## config.mk

```make
export PLATFORM = sky130hd
export DESIGN_NAME = frac_sck_gen
export DESIGN_NICKNAME = d
export VERILOG_FILES = /design/src/rtl/fsck_pkg.sv /design/src/rtl/fsck_rate_reg.sv /design/src/rtl/fsck_accum.sv /design/src/rtl/fsck_edge_gen.sv /design/src/rtl/frac_sck_gen.sv
export SDC_FILE = /design/constraint.sdc
export NUM_CORES = 1
export LEC_CHECK = 0
export ABC_CLOCK_PERIOD_IN_PS = 2400
export BUFFER_PORTS_ARGS = -buffer_cell sky130_fd_sc_hd__buf_2
export CORE_ASPECT_RATIO = 0.75
export CORE_MARGIN = 1.5
export CORE_UTILIZATION = 40
export CTS_CLUSTER_SIZE = 20
export DETAILED_ROUTE_END_ITERATION = 8
export SETUP_SLACK_MARGIN = 0.05
export SLEW_MARGIN = 20
export SYNTH_ARGS = -nofsm -noshare
export SYNTH_HDL_FRONTEND = slang
export SYNTH_HIERARCHICAL = 1
export SYNTH_SLANG_ARGS = --single-unit
```

## constraint.sdc

```tcl
create_clock -name clk -period 2.4 [get_ports clk]
set_input_delay 0.36 -clock clk [delete_from_list [all_inputs] [get_ports clk]]
set_output_delay 0.36 -clock clk [all_outputs]
set_load 0.02 [all_outputs]
```

## src/rtl/fsck_pkg.sv

```systemverilog
package fsck_pkg;

  localparam int unsigned CODE_W    = 4;
  localparam int unsigned SPD_CODES = 1 << CODE_W;

  // Legacy rate for each speed code, in Hz.
  function automatic longint unsigned spd_hz(input int unsigned code);
    case (code)
      0:       return 64'd25_000;
      1:       return 64'd50_000;
      2:       return 64'd100_000;
      3:       return 64'd200_000;
      4:       return 64'd500_000;
      5:       return 64'd1_000_000;
      6:       return 64'd1_250_000;
      7:       return 64'd2_000_000;
      8:       return 64'd2_500_000;
      9:       return 64'd3_333_333;
      10:      return 64'd5_000_000;
      11:      return 64'd10_000_000;
      12:      return 64'd12_500_000;
      13:      return 64'd16_666_667;
      14:      return 64'd25_000_000;
      default: return 64'd50_000_000;
    endcase
  endfunction

  // Rounded increment for a code: f * 2^acc_w / sys_hz
  function automatic int unsigned spd_incr(input int unsigned code,
                                           input int unsigned acc_w,
                                           input longint unsigned sys_hz);
    longint unsigned num;
    num = spd_hz(code) * (64'd1 << acc_w);
    return int'((num + sys_hz / 2) / sys_hz);
  endfunction

endpackage

```

## src/rtl/fsck_rate_reg.sv

```systemverilog
module fsck_rate_reg #(
  parameter int unsigned     INC_W  = 12,
  parameter longint unsigned SYS_HZ = 100_000_000
) (
  input  logic                        clk,
  input  logic                        rst,
  input  logic [INC_W-1:0]            inc_in,
  input  logic                        inc_wr,
  input  logic [fsck_pkg::CODE_W-1:0] spd_code,
  input  logic                        spd_wr,
  output logic [INC_W-1:0]            inc_q,
  output logic [fsck_pkg::CODE_W-1:0] code_q
);
  import fsck_pkg::*;

  logic [INC_W-1:0] preset [SPD_CODES];

  // Preset increments computed from the legacy rate list
  for (genvar g = 0; g < SPD_CODES; g++) begin : g_preset
    assign preset[g] = INC_W'(spd_incr(g, INC_W, SYS_HZ));
  end

  always_ff @(posedge clk) begin
    if (rst) begin
      inc_q  <= '0;
      code_q <= '0;
    end else if (spd_wr) begin
      inc_q  <= preset[spd_code];
      code_q <= spd_code;
    end else if (inc_wr) begin
      inc_q  <= inc_in;
    end
  end

  a_r9_code_kept: assert property (@(posedge clk) disable iff (rst)
    (inc_wr && !spd_wr) |=> $stable(code_q));
  a_r8_code_stored: assert property (@(posedge clk) disable iff (rst)
    spd_wr |=> (code_q == $past(spd_code)));
  a_r9_direct_value: assert property (@(posedge clk) disable iff (rst)
    (inc_wr && !spd_wr) |=> (inc_q == $past(inc_in)));

endmodule

```

## src/rtl/fsck_accum.sv

```systemverilog
module fsck_accum #(
  parameter int unsigned INC_W = 12
) (
  input  logic             clk,
  input  logic             rst,
  input  logic             en,
  input  logic [INC_W-1:0] inc,
  output logic             toggle
);
  localparam logic [INC_W-1:0] MAX_INC = INC_W'(1 << (INC_W - 1));

  logic [INC_W-1:0] acc_q;
  logic [INC_W-1:0] inc_sat;
  logic [INC_W:0]   step;
  logic [INC_W:0]   sum;

  always_comb begin
    inc_sat = (inc > MAX_INC) ? MAX_INC : inc;
    step    = {inc_sat, 1'b0};
    sum     = {1'b0, acc_q} + step;
    toggle  = en & sum[INC_W];
  end

  always_ff @(posedge clk) begin
    if (rst || !en) acc_q <= '0;
    else            acc_q <= sum[INC_W-1:0];
  end

  a_r4_acc_zero: assert property (@(posedge clk) disable iff (rst)
    !en |=> (acc_q == '0));
  a_r2_full_rate: assert property (@(posedge clk) disable iff (rst)
    (en && inc >= MAX_INC) |-> toggle);
  a_r11_zero_quiet: assert property (@(posedge clk) disable iff (rst)
    (inc == '0) |-> !toggle);

endmodule

```

## src/rtl/fsck_edge_gen.sv

```systemverilog
module fsck_edge_gen (
  input  logic clk,
  input  logic rst,
  input  logic en,
  input  logic cpol,
  input  logic toggle,
  output logic sck_q,
  output logic pri_q,
  output logic sec_q
);
  logic phase_q;
  logic phase_nx;

  always_comb phase_nx = en ? (phase_q ^ toggle) : 1'b0;

  always_ff @(posedge clk) begin
    if (rst) begin
      phase_q <= 1'b0;
      sck_q   <= cpol;
      pri_q   <= 1'b0;
      sec_q   <= 1'b0;
    end else begin
      phase_q <= phase_nx;
      sck_q   <= cpol ^ phase_nx;
      pri_q   <= en & toggle & ~phase_q;
      sec_q   <= en & toggle & phase_q;
    end
  end

  a_r7_strobe_onehot: assert property (@(posedge clk) disable iff (rst)
    $onehot0({pri_q, sec_q}));
  a_r6_primary_leaves_idle: assert property (@(posedge clk) disable iff (rst)
    pri_q |-> (sck_q != $past(cpol)));
  a_r6_secondary_returns: assert property (@(posedge clk) disable iff (rst)
    sec_q |-> (sck_q == $past(cpol)));
  a_r4_idle_level: assert property (@(posedge clk) disable iff (rst)
    !en |=> (sck_q == $past(cpol) && !pri_q && !sec_q));

endmodule

```

## src/rtl/frac_sck_gen.sv

```systemverilog
module frac_sck_gen #(
  parameter int unsigned     INC_W  = 12,
  parameter longint unsigned SYS_HZ = 100_000_000
) (
  input  logic                        clk,
  input  logic                        rst,
  input  logic                        en,
  input  logic                        cpol,
  input  logic [INC_W-1:0]            inc_in,
  input  logic                        inc_wr,
  input  logic [fsck_pkg::CODE_W-1:0] spd_code,
  input  logic                        spd_wr,
  output logic                        sck,
  output logic                        pri_edge,
  output logic                        sec_edge,
  output logic [INC_W-1:0]            inc_cur,
  output logic [fsck_pkg::CODE_W-1:0] spd_code_q
);
  logic toggle;

  fsck_rate_reg #(.INC_W(INC_W), .SYS_HZ(SYS_HZ)) u_rate (
    .clk(clk), .rst(rst), .inc_in(inc_in), .inc_wr(inc_wr),
    .spd_code(spd_code), .spd_wr(spd_wr),
    .inc_q(inc_cur), .code_q(spd_code_q)
  );

  fsck_accum #(.INC_W(INC_W)) u_acc (
    .clk(clk), .rst(rst), .en(en), .inc(inc_cur), .toggle(toggle)
  );

  fsck_edge_gen u_edge (
    .clk(clk), .rst(rst), .en(en), .cpol(cpol), .toggle(toggle),
    .sck_q(sck), .pri_q(pri_edge), .sec_q(sec_edge)
  );

  a_r7_edge_changes_sck: assert property (@(posedge clk) disable iff (rst)
    ((pri_edge || sec_edge) && $stable(cpol)) |-> (sck != $past(sck)));

endmodule

```

==> results.md <==
* Run status: finished, final reports clean
* Ys flop type: dfxtp_1
* WL final at 4550 microns
* Worst-Skew Late Latency at 280 ps
* Clock transition at path regs at 70 ps
* Max Fclk at 425 MHz
* CP endpoint kind: flop
* Number of flops mapped to enable cells by yosys at 0
* Max-Cap Viols at 0
* Pre-antenna DRT Iters at 4
* Via Count at 1701
* WP buf/inv at 1
* Slew Limit Fails at 0
* Final setup viols at 0
* Num Clock Sinks at 31
* Final Hold Fails at 0
* Synth Net Count at 260
* Largest net degree at the start of global routing at 31
* Initial DRC count at 57
* Ratio of cells with drive above 1 in the final layout at 31.3%
* I/O Buffers at 40
* Critical Path RT at 2620 ps
* Tcrit/Tclk final at 98.1%
* Ports at 41
* PD cells at 512 mW/mm^2
* Pleak at 1.15 nW
* Yosys reg bits at 31
* Cell breakdown of the critical path: nand2b_4 > inv_2 > ha_4 > a211oi_4 > o21bai_1 > a21o_1 > a221oi_2 > mux2i_1 > xor2_1 > and2_4 > xor2_2
* Distinct cells, synth at 47
* Die height at 63.8 microns
* Avg Inst Size Synth at 8.96 sq um
* Vias/cell at 5.12
* Fillers at 432
* TritonCTS Buffers at 5
* CTS Buffer Depth at 2
* Register area at 626 sq um
* Number of nets still failing antenna checks after routing at 0
* Synth warnings at 6
* WP data arrival at 2570 ps
* Nets at 314
* Final HPWL DP at 3400 microns
* Layout area overhead at 24.8%
* Clock root buffer master: clkbuf_8
* Critical Path Fanout Max at 6
* Cells after synthesis at 220
* DR WL/cell at 13.7 microns
* Fraction of registers with async set/reset at 0%
* Total power at 1.26 mW
* WHS at 284 ps
* RD Place Congestion at 0.801
* Area of the multi-input gates at 0.00131 sq mm
* Hold buffers post-CTS at 0
* Synthesized cell area at 0.00197 sq mm
* Die area at 0.00536 sq mm
* # rows at 21
* CP Launch Type: flop
* First-pass GRT wire length at 7620 microns
* RSZ-0062 raised after global routing: yes
* CTS tree: yes
* Drt drc at 0
* Worst Setup Path Type: flop to flop
* Max H-tree Level at 2
* Most common cell after layout, fill and taps aside: buf_2
* Initial antenna violation count at 0
* Rel. slew slack at 64.4%
* Core Area at 0.00460 sq mm
* Max VDD drop at 0.354 mV
* Gr ovfl total at 0
* Min-delay worst type: primary input to flop
* Least-Margin Pin Slew at 534 ps
* Most frequent cells in the layout: 40 x buf_2, 29 x dfxtp_1, 22 x nor2b_1
* Sequential area share after synthesis at 31.5%
* Initial Util at 42.9%
* Number of global-route vias before repair at 1626
* Min cycle time layout at 2360 ps
* Slowest-stage cell, CP: dfxtp_4
* Die W at 84.1 microns
* Setup Skew at 10.3 ps
* CP peak stage delay at 390 ps
* Worst path top cell family by delay: compound AO/OA/AOI/OAI gates
* GRT Util Overall at 18.0%
* Antenna fix cells at 0
==> synth_stat cells (2+ instances only) <==
library cell,number,area [sq um]
clkbuf_1,4,15.0
and3_1,2,12.5
a21oi_1,8,40.0
and2_1,3,18.8
nor3_1,5,25.0
o21ai_1,2,10.0
nor2_1,16,60.1
xor2_1,4,35.0
o21a_1,6,45.0
a31oi_1,2,12.5
ha_1,17,213
o211ai_1,2,15.0
o21ai_0,6,30.0
or2_0,2,12.5
dfxtp_1,31,621
a21o_1,5,37.5
a211oi_1,10,75.1
inv_1,6,22.5
nor2b_1,23,144
a311oi_1,5,43.8
nand2b_1,10,62.6
o22a_1,3,26.3
mux2i_1,8,80.1
buf_2,6,30.0
nand2_1,10,37.5
o21bai_1,3,22.5
==> final cells by class <==
cell class,instances,area share (%)
Clock buffer,7,3.51
Timing Repair Buffer,58,13.8
Sequential cell,31,25.4
Clock inverter,1,0.203
Inverter,6,0.916
Multi-Input combinational cell,172,53.3
Tap cell,57,2.90
==> worst paths after layout <==
| path | from | endpoint | slack, ps | cells after the start |
|---|---|---|---|---|
| max reg2reg | u_rate/inc_q[11] | u_edge/sck_q | 40 | 11 |
| max | u_rate/inc_q[11] | u_edge/sck_q | 40 | 11 |
| min reg2reg | u_edge/phase_q | u_edge/pri_q | 460 | 1 |
| min | cpol | u_edge/sck_q | 280 | 2 |
==> repair_timing <==
action / in CTS / in global routing
gates resized for setup: 5 / 2
setup buffers: 4 / 1
setup endpoints to repair: 1 / 5
pin swaps: 7 / 0
hold endpoints to repair: 0 / 0
==> registers in the layout, summed over array words and instances (netlist names) <==
signal and count:
u_rate/inc_q 12, u_acc/acc_q 11, u_edge/pri_q 1, u_edge/sck_q 1, u_edge/sec_q 1, u_edge/phase_q 1
u_rate/code_q 4
==> worst reg2reg max path: stages, from the launching register on <==
cell,delay [ps]
dfxtp_4,390
nand2b_4,140
inv_2,40
ha_4,210
a211oi_4,240
o21bai_1,80
a21o_1,190
a221oi_2,240
mux2i_1,280
xor2_1,190
and2_4,180
xor2_2,120
==> layer usage <==
metal  GRT usage [%]  up-vias  share of wire (%)
li1                -      892                  -
met1            27.1      767                 57
met2            25.2       40                 38
met3            5.04        2                4.4
met4            4.30        0               0.46
met5               0        -                  0
==> logic make-up after synthesis <==
kind of cell | Yosys count | synth area share (%)
simple gates | 81 | 22.7
fa+ha+maj | 18 | 11.8
buf+inv | 17 | 4.00
mux | 8 | 4.06
xor+xnor | 6 | 3.05
compound gates | 59 | 22.9
flops | 31 | 31.5
==> where the power goes <==
part | total (mW) | switching, mW | leakage, nW | internal (mW)
sequential | 0.557 | 0.0161 | 0.255 | 0.541
combinational | 0.282 | 0.152 | 0.845 | 0.130
clock | 0.421 | 0.190 | 0.0482 | 0.231
==> stage by stage <==
| step | utilization [%] | instances | setup slack (ps) | TNS (ps) | cell area, sq um |
|---|---|---|---|---|---|
| 6_report | 53.5 | 332 | 44.5 | 0 | 2460 |
| 3_5_place_dp | 50.4 | 319 | -37.4 | -37.4 | 2320 |
| 3_3_place_gp | 50.4 | 319 | 22.8 | 0 | 2320 |
| 5_1_grt | 53.5 | 332 | -134 | -156 | 2460 |
| 4_1_cts | 53.2 | 331 | 35.7 | 0 | 2450 |
| 2_1_floorplan | - | 220 | 32.4 | 0 | 2020 |
No activity file was read; power rests on OpenSTA's default activity.
